[config.mk]
export PLATFORM = sky130hd
export DESIGN_NAME = elastic_slip_buffer
export DESIGN_NICKNAME = d
export VERILOG_FILES = /design/src/rtl/eb_pkg.sv /design/src/rtl/eb_store.sv /design/src/rtl/eb_detect.sv /design/src/rtl/eb_lane.sv /design/src/rtl/elastic_slip_buffer.sv
export SDC_FILE = /design/constraint.sdc
export NUM_CORES = 1
export LEC_CHECK = 0
export BUFFER_PORTS_ARGS = -buffer_cell sky130_fd_sc_hd__buf_4
export CELL_PAD_IN_SITES_DETAIL_PLACEMENT = 0
export CELL_PAD_IN_SITES_GLOBAL_PLACEMENT = 1
export CORE_ASPECT_RATIO = 0.9
export CORE_MARGIN = 2
export CORE_UTILIZATION = 51
export DETAILED_ROUTE_END_ITERATION = 10
export GPL_ROUTABILITY_DRIVEN = 1
export PLACE_DENSITY = 0.88
export REMOVE_ABC_BUFFERS = 1
export SETUP_SLACK_MARGIN = 0.5
export SYNTH_ARGS = -nofsm -noshare
export SYNTH_HDL_FRONTEND = slang
export SYNTH_SLANG_ARGS = --single-unit
export TNS_END_PERCENT = 1
[constraint.sdc]
create_clock -name clk -period 6.14 [get_ports clk]
set_clock_uncertainty 0.05 [all_clocks]
set_input_delay 0.614 -clock clk [delete_from_list [all_inputs] [get_ports clk]]
set_output_delay 0.614 -clock clk [all_outputs]
set_load 0.1 [all_outputs]
[src/rtl/eb_pkg.sv]
package eb_pkg;
    typedef enum logic [1:0] {
        ST_FILL,
        ST_LOCKED,
        ST_WARNED,
        ST_SLIPPED
    } eb_state_e;
endpackage

[src/rtl/eb_store.sv]
module eb_store #(
    parameter int DEPTH = 54,
    parameter int PW    = $clog2(DEPTH)
) (
    input  logic          clk,
    input  logic          rst_n,
    input  logic          wr_en,
    input  logic          wr_bit,
    input  logic          rd_en,
    input  logic          primed,
    input  logic          recenter,
    output logic          rd_bit,
    output logic [PW-1:0] fill
);
    localparam int HALF = DEPTH / 2;

    logic [DEPTH-1:0] mem;
    logic [PW-1:0]    wp, rp;
    logic [PW:0]      centre_sum, occ_wide;

    function automatic logic [PW-1:0] step(input logic [PW-1:0] p);
        return (p == PW'(DEPTH - 1)) ? '0 : p + 1'b1;
    endfunction

    always_comb begin
        centre_sum = {1'b0, wp} + (PW+1)'(HALF);
        if (centre_sum >= (PW+1)'(DEPTH))
            centre_sum = centre_sum - (PW+1)'(DEPTH);
        if (wp >= rp)
            occ_wide = {1'b0, wp} - {1'b0, rp};
        else
            occ_wide = {1'b0, wp} + (PW+1)'(DEPTH) - {1'b0, rp};
        fill = occ_wide[PW-1:0];
    end

    always_ff @(posedge clk or negedge rst_n) begin
        if (!rst_n) begin
            mem    <= '1;
            wp     <= '0;
            rp     <= PW'(HALF);
            rd_bit <= 1'b1;
        end else begin
            if (wr_en) begin
                mem[wp] <= wr_bit;
                wp      <= step(wp);
            end
            if (rd_en)
                rd_bit <= primed ? mem[rp] : 1'b1;
            if (recenter)
                rp <= centre_sum[PW-1:0];
            else if (rd_en)
                rp <= step(rp);
        end
    end
endmodule

[src/rtl/eb_detect.sv]
module eb_detect
    import eb_pkg::*;
#(
    parameter int FRAME_BITS = 18,
    parameter int DEPTH      = 54,
    parameter int SLIP_DEV   = 10,
    parameter int WARN_DEV   = 5,
    parameter int PW         = $clog2(DEPTH)
) (
    input  logic          clk,
    input  logic          rst_n,
    input  logic          wr_en,
    input  logic          wr_sof,
    input  logic          rd_sof,
    input  logic          warn_en,
    input  logic          ack,
    input  logic [PW-1:0] fill,
    output logic          primed,
    output logic          recenter,
    output logic          slip,
    output logic          warn
);
    localparam int HALF = DEPTH / 2;
    localparam int CW   = $clog2(FRAME_BITS + 1);

    eb_state_e     st, st_next;
    logic [CW-1:0] cnt;
    logic [PW-1:0] dev;
    logic          over_slip, over_warn, frame_done, meas_slip, meas_warn;

    always_comb begin
        dev        = (fill >= PW'(HALF)) ? fill - PW'(HALF) : PW'(HALF) - fill;
        over_slip  = int'(dev) > SLIP_DEV;
        over_warn  = warn_en && (int'(dev) > WARN_DEV);
        meas_slip  = rd_sof && over_slip;
        meas_warn  = rd_sof && over_warn;
        if (wr_sof)
            frame_done = wr_en && (FRAME_BITS == 1);
        else
            frame_done = wr_en && (cnt != '0) && (cnt == CW'(FRAME_BITS - 1));
    end

    // write frame bit counter: zero means no frame has started yet
    always_ff @(posedge clk or negedge rst_n) begin
        if (!rst_n)
            cnt <= '0;
        else if (wr_en && wr_sof)
            cnt <= CW'(1);
        else if (wr_en && (cnt != '0) && (cnt < CW'(FRAME_BITS)))
            cnt <= cnt + 1'b1;
    end

    always_comb begin
        st_next = st;
        unique case (st)
            ST_FILL:    if (frame_done) st_next = ST_LOCKED;
            ST_LOCKED: begin
                if (meas_slip)      st_next = ST_SLIPPED;
                else if (meas_warn) st_next = ST_WARNED;
            end
            ST_WARNED: begin
                if (meas_slip)      st_next = ST_SLIPPED;
                else if (meas_warn) st_next = ST_WARNED;
                else if (ack)       st_next = ST_LOCKED;
            end
            ST_SLIPPED: begin
                if (meas_slip)      st_next = ST_SLIPPED;
                else if (ack)       st_next = ST_LOCKED;
            end
        endcase
    end

    always_ff @(posedge clk or negedge rst_n) begin
        if (!rst_n) st <= ST_FILL;
        else        st <= st_next;
    end

    always_comb begin
        primed   = (st != ST_FILL);
        recenter = (st != ST_FILL) && meas_slip;
        slip     = (st == ST_SLIPPED);
        warn     = (st == ST_WARNED);
    end
endmodule

[src/rtl/eb_lane.sv]
module eb_lane #(
    parameter int FRAME_BITS = 18,
    parameter int DEPTH      = 54,
    parameter int SLIP_DEV   = 10,
    parameter int WARN_DEV   = 5
) (
    input  logic clk,
    input  logic rst_n,
    input  logic warn_en,
    input  logic wr_en,
    input  logic wr_sof,
    input  logic wr_bit,
    input  logic rd_en,
    input  logic rd_sof,
    input  logic ack,
    output logic rd_bit,
    output logic slip,
    output logic warn
);
    localparam int PW = $clog2(DEPTH);

    logic [PW-1:0] fill;
    logic          primed, recenter;

    eb_store #(.DEPTH(DEPTH), .PW(PW)) u_store (
        .clk(clk), .rst_n(rst_n), .wr_en(wr_en), .wr_bit(wr_bit),
        .rd_en(rd_en), .primed(primed), .recenter(recenter),
        .rd_bit(rd_bit), .fill(fill)
    );

    eb_detect #(
        .FRAME_BITS(FRAME_BITS), .DEPTH(DEPTH), .SLIP_DEV(SLIP_DEV),
        .WARN_DEV(WARN_DEV), .PW(PW)
    ) u_detect (
        .clk(clk), .rst_n(rst_n), .wr_en(wr_en), .wr_sof(wr_sof),
        .rd_sof(rd_sof), .warn_en(warn_en), .ack(ack), .fill(fill),
        .primed(primed), .recenter(recenter), .slip(slip), .warn(warn)
    );
endmodule

[src/rtl/elastic_slip_buffer.sv]
module elastic_slip_buffer #(
    parameter int FRAME_BITS = 18,
    parameter int FRAMES     = 3,
    parameter int SLIP_DEV   = 10,
    parameter int TX_DELAY   = 2
) (
    input  logic       clk,
    input  logic       rst_n,
    input  logic       warn_en,
    input  logic [1:0] wr_en,
    input  logic [1:0] wr_sof,
    input  logic [1:0] wr_bit,
    input  logic [1:0] rd_en,
    input  logic [1:0] rd_sof,
    input  logic [1:0] slip_ack,
    output logic [1:0] rd_bit,
    output logic [1:0] slip,
    output logic [1:0] warn,
    output logic       line_tx_sof
);
    localparam int LANES    = 2;
    localparam int DEPTH    = FRAME_BITS * FRAMES;
    localparam int WARN_DEV = SLIP_DEV / 2;

    for (genvar g = 0; g < LANES; g++) begin : g_lane
        eb_lane #(
            .FRAME_BITS(FRAME_BITS), .DEPTH(DEPTH),
            .SLIP_DEV(SLIP_DEV), .WARN_DEV(WARN_DEV)
        ) u_lane (
            .clk(clk), .rst_n(rst_n), .warn_en(warn_en),
            .wr_en(wr_en[g]), .wr_sof(wr_sof[g]), .wr_bit(wr_bit[g]),
            .rd_en(rd_en[g]), .rd_sof(rd_sof[g]), .ack(slip_ack[g]),
            .rd_bit(rd_bit[g]), .slip(slip[g]), .warn(warn[g])
        );
    end

    // transmit frame mark trails line receive frame start by TX_DELAY line ticks
    logic [TX_DELAY-1:0] sof_sh;

    always_ff @(posedge clk or negedge rst_n) begin
        if (!rst_n)
            sof_sh <= '0;
        else if (wr_en[0]) begin
            sof_sh[0] <= wr_sof[0];
            for (int k = 1; k < TX_DELAY; k++)
                sof_sh[k] <= sof_sh[k-1];
        end
    end

    assign line_tx_sof = wr_en[0] & sof_sh[TX_DELAY-1];
endmodule

== Word level (Yosys, flattened, before mapping) ==
Cells that the tools add are included.
Operators by class
  $lt $le $gt $ge: 18
  add/subtract/negate cells: 20
  muxes and demuxes: 48
  bitwise operators: 1
  equality and inequality tests: 16
  reductions and logical operators: 30
Operator list (count)
  $bwmux W54: 2
  $mux W6: 14
  $lt A6 B7 Y1 const B: 4
  $mux W2: 14
  $add A6 B1 Y6 const B: 4
  $eq A6 B6 Y1 const B: 4
  $sub A6 B6 Y6: 4
  $mux W5: 4
  $logic_and A1 B1 Y1: 18
  $pmux W2 S4: 2
  $add A6 B5 Y7 const B: 2
  $ge A7 B6 Y1 const B: 2
  $add A6 B6 Y6 const B: 2
  $bmux W1 S6: 2
  $demux W1 S6: 2
  $ge A6 B1 Y1 const B: 2
  $ge A6 B5 Y1 const B: 2
  $ge A6 B6 Y1: 2
  $gt A6 B3 Y1 const B: 2
  $gt A6 B4 Y1 const B: 2
  $reduce_bool A2 Y1: 6
  $sub A5 B6 Y6 const A: 2
  $sub A6 B5 Y6 const B: 2
  $sub A6 B6 Y6 const B: 2
  other kinds (12): 31
Word-level totals
  bits in registers: 150

== Depth between registers and ports, before layout ==
Gate-level depths: netlist of the first run.
  depth in word-level cells: 11
  mapped depth: 19

== By module ==
A second synthesis of the first run with hierarchy kept.
Second synthesis, totals
  cells, all modules: 1035
  area total of the unflattened synthesis: 10406.2 um2
Modules (own cells, without submodules)
  eb_store (g_lane[0].u_lane.u_store): cells each 429, area each 4461.8 um2, times used 1
  eb_store (g_lane[1].u_lane.u_store): cells each 425, area each 4403.0 um2, times used 1
  eb_detect: cells each 88, area each 730.7 um2, times used 2
  elastic_slip_buffer: cells each 5, area each 80.1 um2, times used 1

== Least setup slack after synthesis of the first run ==
Ideal clock, no wire load.
  path kind: register to register
  start point: reg g_lane[0].u_lane.u_store.wp[0]
  end point: reg g_lane[0].u_lane.u_store.rp[5]
  cell stages (with the launch flop): 18
  slack: 1693 ps
  data arrival time: 4272 ps
  required time: 5965 ps
  clock period less this slack: 4447 ps
  cells stage by stage: dfrtp_1 inv_1 ha_1 fa_1 nand2b_1 a21oi_4 o22a_1 buf_4 mux2i_1 inv_1 ha_1 a21oi_1 mux2i_1 a211o_1 or3b_4 a22oi_2 nor2_4 mux2_4
On the way
  word-level cells in the longest chain between the ends: 9
  elaborated cells on any way between the ends: 18
  classes of those cells: add/sub (7); order compare (4); mux (4); reduce/logical (3)
RTL lines
  from (decl): RTL line eb_store.sv:18  | logic [PW-1:0] wp, rp;
  from (signal assigned): RTL line eb_store.sv:45  | wp <= step(wp);
  $add A6 B6 Y6: RTL line eb_store.sv:32  | occ_wide = {1'b0, wp} + (PW+1)'(DEPTH) - {1'b0, rp};
  $sub A6 B6 Y6: RTL line eb_store.sv:32
  $mux W6: RTL line eb_store.sv:29  | if (wp >= rp)
  $sub A5 B6 Y6, or another cell as far along: RTL line eb_detect.sv:32  | dev = (fill >= PW'(HALF)) ? fill - PW'(HALF) : PW'(HALF) - fill;
  $mux W6: RTL line eb_detect.sv:32
  $gt A6 B4 Y1: RTL line eb_detect.sv:33  | over_slip = int'(dev) > SLIP_DEV;
  $logic_and A1 B1 Y1: RTL line eb_detect.sv:35  | meas_slip = rd_sof && over_slip;
  $logic_and A1 B1 Y1: RTL line eb_detect.sv:80  | recenter = (st != ST_FILL) && meas_slip;
  $mux W6 / $reduce_bool A2 Y1 (equally long branches)
  to (signal assigned): RTL line eb_store.sv:40  | rp <= PW'(HALF);
  to (signal assigned): RTL line eb_store.sv:50  | rp <= centre_sum[PW-1:0];
  to (signal assigned): RTL line eb_store.sv:52  | rp <= step(rp);
  to (decl): RTL line eb_store.sv:18
Several ways; a longest one is shown, not always the timed one.
A chain may end at the register's enable or synchronous reset.

== Final worst setup path of the first run ==
  start point: reg g_lane[1].u_lane.u_store.wp[2]
  end point: reg g_lane[1].u_lane.u_store.rp[5]
On the way
  word-level cells in the longest chain between the ends: 9
  elaborated cells on any way between the ends: 18
  classes of those cells: add/sub (7); order compare (4); mux (4); reduce/logical (3)
RTL lines (RTL line)
  from (decl): eb_store.sv:18
  from (signal assigned): eb_store.sv:45
  $add A6 B6 Y6: eb_store.sv:32
  $sub A6 B6 Y6: eb_store.sv:32
  $mux W6: eb_store.sv:29
  $sub A5 B6 Y6, or another cell as far along: eb_detect.sv:32
  $mux W6: eb_detect.sv:32
  $gt A6 B4 Y1: eb_detect.sv:33
  $logic_and A1 B1 Y1: eb_detect.sv:35
  $logic_and A1 B1 Y1: eb_detect.sv:80
  $mux W6 / $reduce_bool A2 Y1 (equally long branches)
  to (signal assigned): eb_store.sv:40
  to (signal assigned): eb_store.sv:50
  to (signal assigned): eb_store.sv:52
  to (decl): eb_store.sv:18
Several ways; a longest one is shown, not always the timed one.

==> flow_metrics.py, run 1 <==
metrics = {
    "worst_setup_path": {
        "arrival_ns": 5.45,
        "crit_start": "g_lane[1].u_lane.u_store.wp[2]",
        "cp-end-kind": "flop",
        "crit_required_ns": 6.40,
        "start_kind": "flop",
        "criticalPathCategory": "flop to flop",
        "r2r_start": "g_lane[1].u_lane.u_store.wp[2]",
        "crit_fanout": 19,
        "endpoint": "g_lane[1].u_lane.u_store.rp[5]",
        "reg2reg_setup_slack_ns": 0.95,
        "worstReg2RegEnd": "g_lane[1].u_lane.u_store.rp[5]",
        "worstRegToRegCells": 15,
    },
    "finish": {
        "n_antenna_cell": 0,
        "syn2layout_area_growth_pct": 8.151,
        "fin_nets": 1111,
        "drive_above_1_share_pct": 32.35,
    },
    "timing": {
        "setup_viol": 0,
        "worst_pin_slew_ns": 1.119,
        "slew_violations": 0,
        "min_period_over_period_pct": 84.59,
        "period_needed_ns": 5.194,
        "rsz0062_at_grt": "no",
        "fmax_mhz": 192.5,
        "hold_viol_final": 0,
        "tns_ns": 0,
        "slew_headroom_pct": 24.86,
    },
    "yosys": {
        "synth_compound_gate_area_share_pct": 11.91,
        "synth_top_area_share_pct": 29.02,
        "synth_xor_area_share_pct": 4.321,
        "synth_cell_type_count": 81,
        "synthAdderAreaFrac_pct": 7.214,
        "ys.flop_type": "dfstp_2",
        "synth_area_leaders": "dfstp_2 29%, mux2_2 12%, dfrtp_1 7.5%, mux4_2 6.7%, ha_1 6.1%",
        "yosysMostFrequentCell": "dfstp_2",
        "ys_seq_area_share_pct": 36.51,
        "muxShareOfSynthArea_pct": 21.43,
        "syn_inst": 1057,
        "synth_area_um2": 10680,
        "synth_top_family_by_area": "multiplexers",
        "yosys_warnings": 0,
        "synth_common_cells": "118 x dfstp_2, 112 x mux2_2, 112 x nand2_1, 96 x nor2_1, 52 x ha_1",
        "yosys.area_share.simple_pct": 14.30,
        "synthArstFlopShare_pct": 100.0,
        "yosys.area.top_type": "dfstp_2",
        "syn_area_per_cell_um2": 10.11,
        "ys_seq_elements": 150,
        "synth_edf_count": 0,
    },
    "global_route": {
        "grt_max_degree": 88,
        "antenna_found_initial": 0,
        "track_usage_pct": 22.56,
        "grt_pass1_vias": 7807,
        "grt_first_pass_wirelength_mm": 39.90,
        "overflow": 0,
    },
    "clocking": {
        "root_buffer": "clkbuf_16",
        "cts_buffer_depth": 2,
        "post_cts_resized": 0,
        "hold_buffers": 0,
        "cts_buffers": 17,
        "cts_tree": "built",
        "post_cts_buffers": 0,
        "ctsHtreeMaxLevel": 4,
        "clock-sinks": 150,
        "path_clk_slew_ns": 0.06,
        "clock_latency_ns": 0.43,
    },
    "detailed_routing": {
        "drc": 0,
        "vias": 7890,
        "dr.pass1.iters": 5,
        "routed-wl-met2_mm": 10.78,
        "wl_per_cell_um": 17.64,
        "drt-total-wl_mm": 23.58,
        "vias_per_cell": 5.901,
        "dr.max_layer_used": "met4",
        "dr_wl_met3_mm": 1.207,
        "first_iter_violations": 744,
        "met1Wirelength_mm": 11.22,
        "ant_nets": 0,
    },
    "die": {
        "start_util_pct": 51.60,
        "die_h_um": 141.3,
        "chipWidth_um": 156.6,
        "rows": 50,
        "boundaryPins": 22,
        "fp.coreArea_um2": 20710,
        "die-area_um2": 22120,
    },
    "min_path": {
        "hold_class": "primary input to async pin",
    },
    "run_status": {
        "status": "finished, final reports clean",
    },
    "place": {
        "routabilityCongestion": 0.8527,
        "io_buffers": 21,
        "hpwl_mm": 16.09,
    },
    "job": {
        "drv_cap": 0,
    },
}
==> layout make-up <==
type | instances | area, um^2
timing repair buffer | 24 | 183.9
clock buffer | 24 | 524.3
fill | 1752 | 9153
sequential | 150 | 3901
clock inverter | 8 | 73.82
tap | 286 | 357.8
inverter | 51 | 191.4
multi-input combinational | 794 | 6322
==> cells by family after synthesis <==
kind of cell             count (synthesis)
multiplexers                           173
AND/OR/NAND/NOR                        328
adder cells (fa/ha/maj)                 58
flip-flops                             150
XOR/XNOR                                51
buffers and inverters                  113
AO/OA/AOI/OAI                          184
==> worst min path at each step <==
stage,start,cells past startpoint,slack [ns],end
after floorplan,rst_n,0,0.27,g_lane[0].u_lane.u_detect.cnt[0]
after global placement,g_lane[1].u_lane.u_store.rd_bit,2,0.43,g_lane[1].u_lane.u_store.rd_bit
after detailed placement,g_lane[1].u_lane.u_store.rd_bit,2,0.44,g_lane[1].u_lane.u_store.rd_bit
after CTS,rst_n,1,0.24,g_lane[1].u_lane.u_store.wp[2]
after global routing,rst_n,1,0.26,g_lane[1].u_lane.u_store.wp[2]
final,rst_n,1,0.21,g_lane[1].u_lane.u_store.wp[2]
==> cell usage in the layout (no fill, tap or decap), types with 3 or more instances in the layout <==
master and count:
dfstp_2 118, nand2_1 112, mux2_2 112, nor2_1 96, ha_1 52, a21oi_1 46
inv_1 45, xnor2_1 34, o21ai_0 34, mux4_2 32, dfrtp_1 32, nor3_1 29
mux2i_1 24, buf_4 23, clkbuf_16 19, nand3_1 16, o21a_1 15, xor2_1 15
a211oi_1 12, and3_1 11, nand4_1 10, nor2b_1 9, or3_1 9, a31oi_1 9
nand2b_1 8, o22ai_1 8, and2_1 6, fa_1 6, a21o_1 5, o211ai_1 5
o32ai_1 5, inv_6 5, clkinv_1 4, nor3b_1 4, and4_1 4, a31o_2 3
mux2_4 3, clkbuf_8 3
==> sequential cells by signal (all words and copies together), names as in the netlist <==
signal / flops
g_lane.u_lane.u_store.rd_bit: 2
g_lane.u_lane.u_store.rp: 12
sof_sh: 2
g_lane.u_lane.u_store.wp: 12
g_lane.u_lane.u_store.mem: 108
g_lane.u_lane.u_detect.cnt: 10
g_lane.u_lane.u_detect.st: 4
==> metal layers <==
metal	global-route usage (%)	up-vias
met5	0	-
met2	35.06	186
li1	-	3747
met3	4.184	34
met1	32.47	3923
met4	6.470	0
==> worst max-delay path, cell delays in order, from the launching register on <==
cell and delay (ns):
dfrtp_1 0.71, clkinv_1 0.43, ha_1 0.53, inv_1 0.12, fa_1 0.58, mux2i_1 0.35, inv_1 0.08, ha_1 0.21
a21o_1 0.15, a21oi_1 0.43, nand2_1 0.14, and3b_1 0.20, o32ai_1 0.30, a31o_2 0.28, o21ai_2 0.16, mux2_1 0.34
==> per-stage QoR <==
step	utilization, %	hold slack, ns	cells	instance area (um^2)	worst slack (ns)
finish	55.80	0.2118	1337	11550	0.9464
global route	55.80	0.2607	1337	11550	0.5574
CTS	55.80	0.2364	1337	11550	1.058
detailed placement	52.91	0.4387	1305	10960	1.068
global placement	52.91	0.4296	1305	10960	1.235
floorplan	-	0.2684	995	10420	1.645
Power of run 1 is left out: the tool's default activity adds up to more than one toggle a clock period on the data nets, which glitch-free logic cannot reach.
==> run 2, diff against run 1 <==
--- a/config.mk
+++ b/config.mk
@@ -5,12 +5,13 @@
 export SDC_FILE = /design/constraint.sdc
 export NUM_CORES = 1
 export LEC_CHECK = 0
+export ABC_AREA = 1
 export BUFFER_PORTS_ARGS = -buffer_cell sky130_fd_sc_hd__buf_4
 export CELL_PAD_IN_SITES_DETAIL_PLACEMENT = 0
 export CELL_PAD_IN_SITES_GLOBAL_PLACEMENT = 1
 export CORE_ASPECT_RATIO = 0.9
 export CORE_MARGIN = 2
-export CORE_UTILIZATION = 51
+export CORE_UTILIZATION = 48
 export DETAILED_ROUTE_END_ITERATION = 10
 export GPL_ROUTABILITY_DRIVEN = 1
 export PLACE_DENSITY = 0.88
==> constraint.sdc (replaced) <==
create_clock -name clk -period 5.1 [get_ports clk]
set_clock_uncertainty 0.05 [all_clocks]
set_input_delay 0.51 -clock clk [delete_from_list [all_inputs] [get_ports clk]]
set_output_delay 0.51 -clock clk [all_outputs]
set_load 0.1 [all_outputs]
==> run 2 against run 1 <==
Sequential cell count stayed put. Cell area is 2.5% lower. Critical endpoint is now g_lane[1].u_lane.u_store.rp[2]. Fmax is 34% higher. Via count is 17% higher. Area after synthesis is 3.4% lower. Global-route usage is 1.5 points higher.
==> flow_metrics.py, run 2 <==
metrics = {
    "global_route": {
        "grt_first_pass_wirelength_mm": 43.24,
        "track_usage_pct": 24.08,
        "antenna_found_initial": 0,
        "grt_max_degree": 100,
        "grt_pass1_vias": 8493,
        "overflow": 0,
    },
    "place": {
        "hpwl_mm": 18.03,
        "routabilityCongestion": 0.8890,
        "post-place-ws_ns": 1.262,
        "io_buffers": 21,
        "dp.cells": 1624,
    },
    "worst_setup_path": {
        "crit_fanout": 13,
        "start_kind": "flop",
        "worstRegToRegCells": 23,
        "cp-end-kind": "flop",
        "crit_required_ns": 5.37,
        "criticalPathCategory": "flop to flop",
        "arrival_ns": 4.15,
    },
    "finish": {
        "n_antenna_cell": 0,
        "syn2layout_area_growth_pct": 9.150,
        "drive_above_1_share_pct": 16.57,
        "top_regs": "g_lane.u_lane.u_store.mem: 108 flops, g_lane.u_lane.u_store.rp: 12 flops, g_lane.u_lane.u_store.wp: 12 flops",
        "fin_util_pct": 53.77,
        "largest_register_ffs": 108,
        "fin_nets": 1430,
        "fill_cells": 2038,
        "largest-register": "g_lane.u_lane.u_store.mem",
        "final_common_cell": "nand2_1",
        "stdcell_count": 1656,
        "layout_common_cells": "262 x nand2_1, 138 x inv_1, 130 x nor2_1, 118 x dfstp_2, 115 x a21oi_1",
    },
    "timing": {
        "fmax_mhz": 257.7,
        "period_needed_ns": 3.880,
        "fin_ws_ns": 1.220,
        "tns_ns": 0,
        "slew_headroom_pct": 19.14,
        "min_period_over_period_pct": 76.09,
        "worst_pin_slew_ns": 1.208,
        "slew_violations": 0,
        "hold_viol_final": 0,
        "setup_viol": 0,
        "rsz0062_at_grt": "no",
    },
    "clocking": {
        "post_cts_buffers": 0,
        "clock-sinks": 150,
        "hold_buffers": 0,
        "cts_buffer_depth": 2,
        "cts_tree": "built",
        "post_cts_resized": 0,
        "cts_buffers": 17,
        "clock_latency_ns": 0.43,
        "ctsHtreeMaxLevel": 4,
        "path_clk_slew_ns": 0.06,
        "root_buffer": "clkbuf_16",
    },
    "yosys": {
        "yosysMostFrequentCell": "nand2_1",
        "ys.flop_type": "dfstp_2",
        "synth_edf_count": 0,
        "synth_area_leaders": "dfstp_2 30%, nand2_1 9.5%, dfrtp_1 7.8%, ha_1 6.3%, a21oi_1 5.6%",
        "syn_inst": 1370,
        "synth_common_cells": "262 x nand2_1, 138 x inv_1, 130 x nor2_1, 118 x dfstp_2, 115 x a21oi_1",
        "synthArstFlopShare_pct": 100.0,
        "yosys_warnings": 0,
        "syn_area_per_cell_um2": 7.536,
        "synth_cell_type_count": 52,
        "yosys.area.top_type": "dfstp_2",
        "synth_area_um2": 10320,
        "synth_top_area_share_pct": 30.03,
        "ys_seq_elements": 150,
        "ys_seq_area_share_pct": 37.78,
    },
    "detailed_routing": {
        "drc": 0,
        "drt-total-wl_mm": 26.16,
        "vias": 9202,
        "wl_per_cell_um": 15.80,
        "vias_per_cell": 5.557,
        "first_iter_violations": 836,
        "ant_nets": 0,
        "dr.pass1.iters": 5,
    },
    "min_path": {
        "hold_class": "primary input to async pin",
    },
    "run_status": {
        "status": "finished, final reports clean",
    },
    "die": {
        "die_h_um": 143.1,
        "chipWidth_um": 158.6,
        "start_util_pct": 49.27,
        "rows": 50,
        "boundaryPins": 22,
        "fp.coreArea_um2": 20960,
        "die-area_um2": 22700,
    },
    "job": {
        "drv_cap": 0,
    },
}
[run 2: cell count changes in the layout (fill, tap and decap cells not counted), moves of 15 or more]
cell | before | now
nand2_1 | 112 | 262
mux2_2 | 112 | 0
inv_1 | 45 | 138
a31oi_1 | 9 | 91
o21ai_0 | 34 | 108
a21oi_1 | 46 | 115
nand3_1 | 16 | 80
nor2_1 | 96 | 130
mux4_2 | 32 | 0
xnor2_1 | 34 | 5
mux2i_1 | 24 | 8
o21a_1 | 15 | 0
[run 2: final cells by class]
class	count	area (um^2)	area share (%)
clock buffers	18	439.2	3.897
clock inverters	14	162.7	1.443
inverters	151	576.8	5.118
multi-input cells	1002	5565	49.38
flip-flops and latches	150	3901	34.62
well taps	286	357.8	3.175
repair buffers	35	266.5	2.365
[run 2: critical path, stage by stage (launching register included)]
cell	delay [ns]
dfrtp_1	0.44
inv_1	0.39
ha_1	0.29
inv_1	0.09
ha_1	0.21
fa_1	0.41
xnor2_1	0.16
nand2_1	0.07
nand2_1	0.12
inv_2	0.07
ha_1	0.19
a21oi_1	0.16
nand3b_2	0.17
nand2_2	0.12
nand2_1	0.10
nand3b_1	0.08
nand2_1	0.06
nand2_1	0.05
nand2_2	0.10
nand3_4	0.16
nand2_2	0.10
inv_2	0.05
nand2_1	0.05
nand2_1	0.06
[run 2: stage by stage]
step / hold slack [ns] / instance area (um^2)
after floorplan: 0.1644 / 10040
after global placement: 0.4227 / 10670
final: 0.1094 / 11270
after detailed placement: 0.4350 / 10670
after global routing: 0.2134 / 11270
after CTS: 0.1864 / 11270
[run 2: per-layer routing]
layer | track usage (%) | share of wire (%) | vias up
li1 | - | - | 4609
met1 | 34.92 | 49 | 4324
met2 | 37.05 | 45 | 243
met3 | 4.583 | 5.0 | 26
met4 | 5.974 | 1.1 | 0
met5 | 0 | 0 | -
[run 2: path summary, 6_finish.rpt]
kind | slack, ns | end | start
max | 1.22 | g_lane[1].u_lane.u_store.rp[2] | g_lane[1].u_lane.u_store.wp[0]
min | 0.11 | g_lane[1].u_lane.u_store.wp[4] | rst_n
max reg2reg | 1.22 | g_lane[1].u_lane.u_store.rp[2] | g_lane[1].u_lane.u_store.wp[0]
min reg2reg | 0.44 | g_lane[1].u_lane.u_store.mem[49] | g_lane[1].u_lane.u_store.mem[49]
max in group asynchronous | 3.63 | g_lane[1].u_lane.u_store.mem[16] | rst_n
min in group clk | 0.22 | g_lane[0].u_lane.u_store.rd_bit | rd_en[0]
[run 2: kinds of logic after synthesis]
kind of cell	Yosys count	synth area share [%]
compound gates	357	19.50
simple gates	553	23.91
xor+xnor	26	2.206
fa+ha+maj	58	7.465
buf+inv	218	8.362
flops	150	37.78
mux	8	0.7756
Power of run 2 is left out for the same reason.
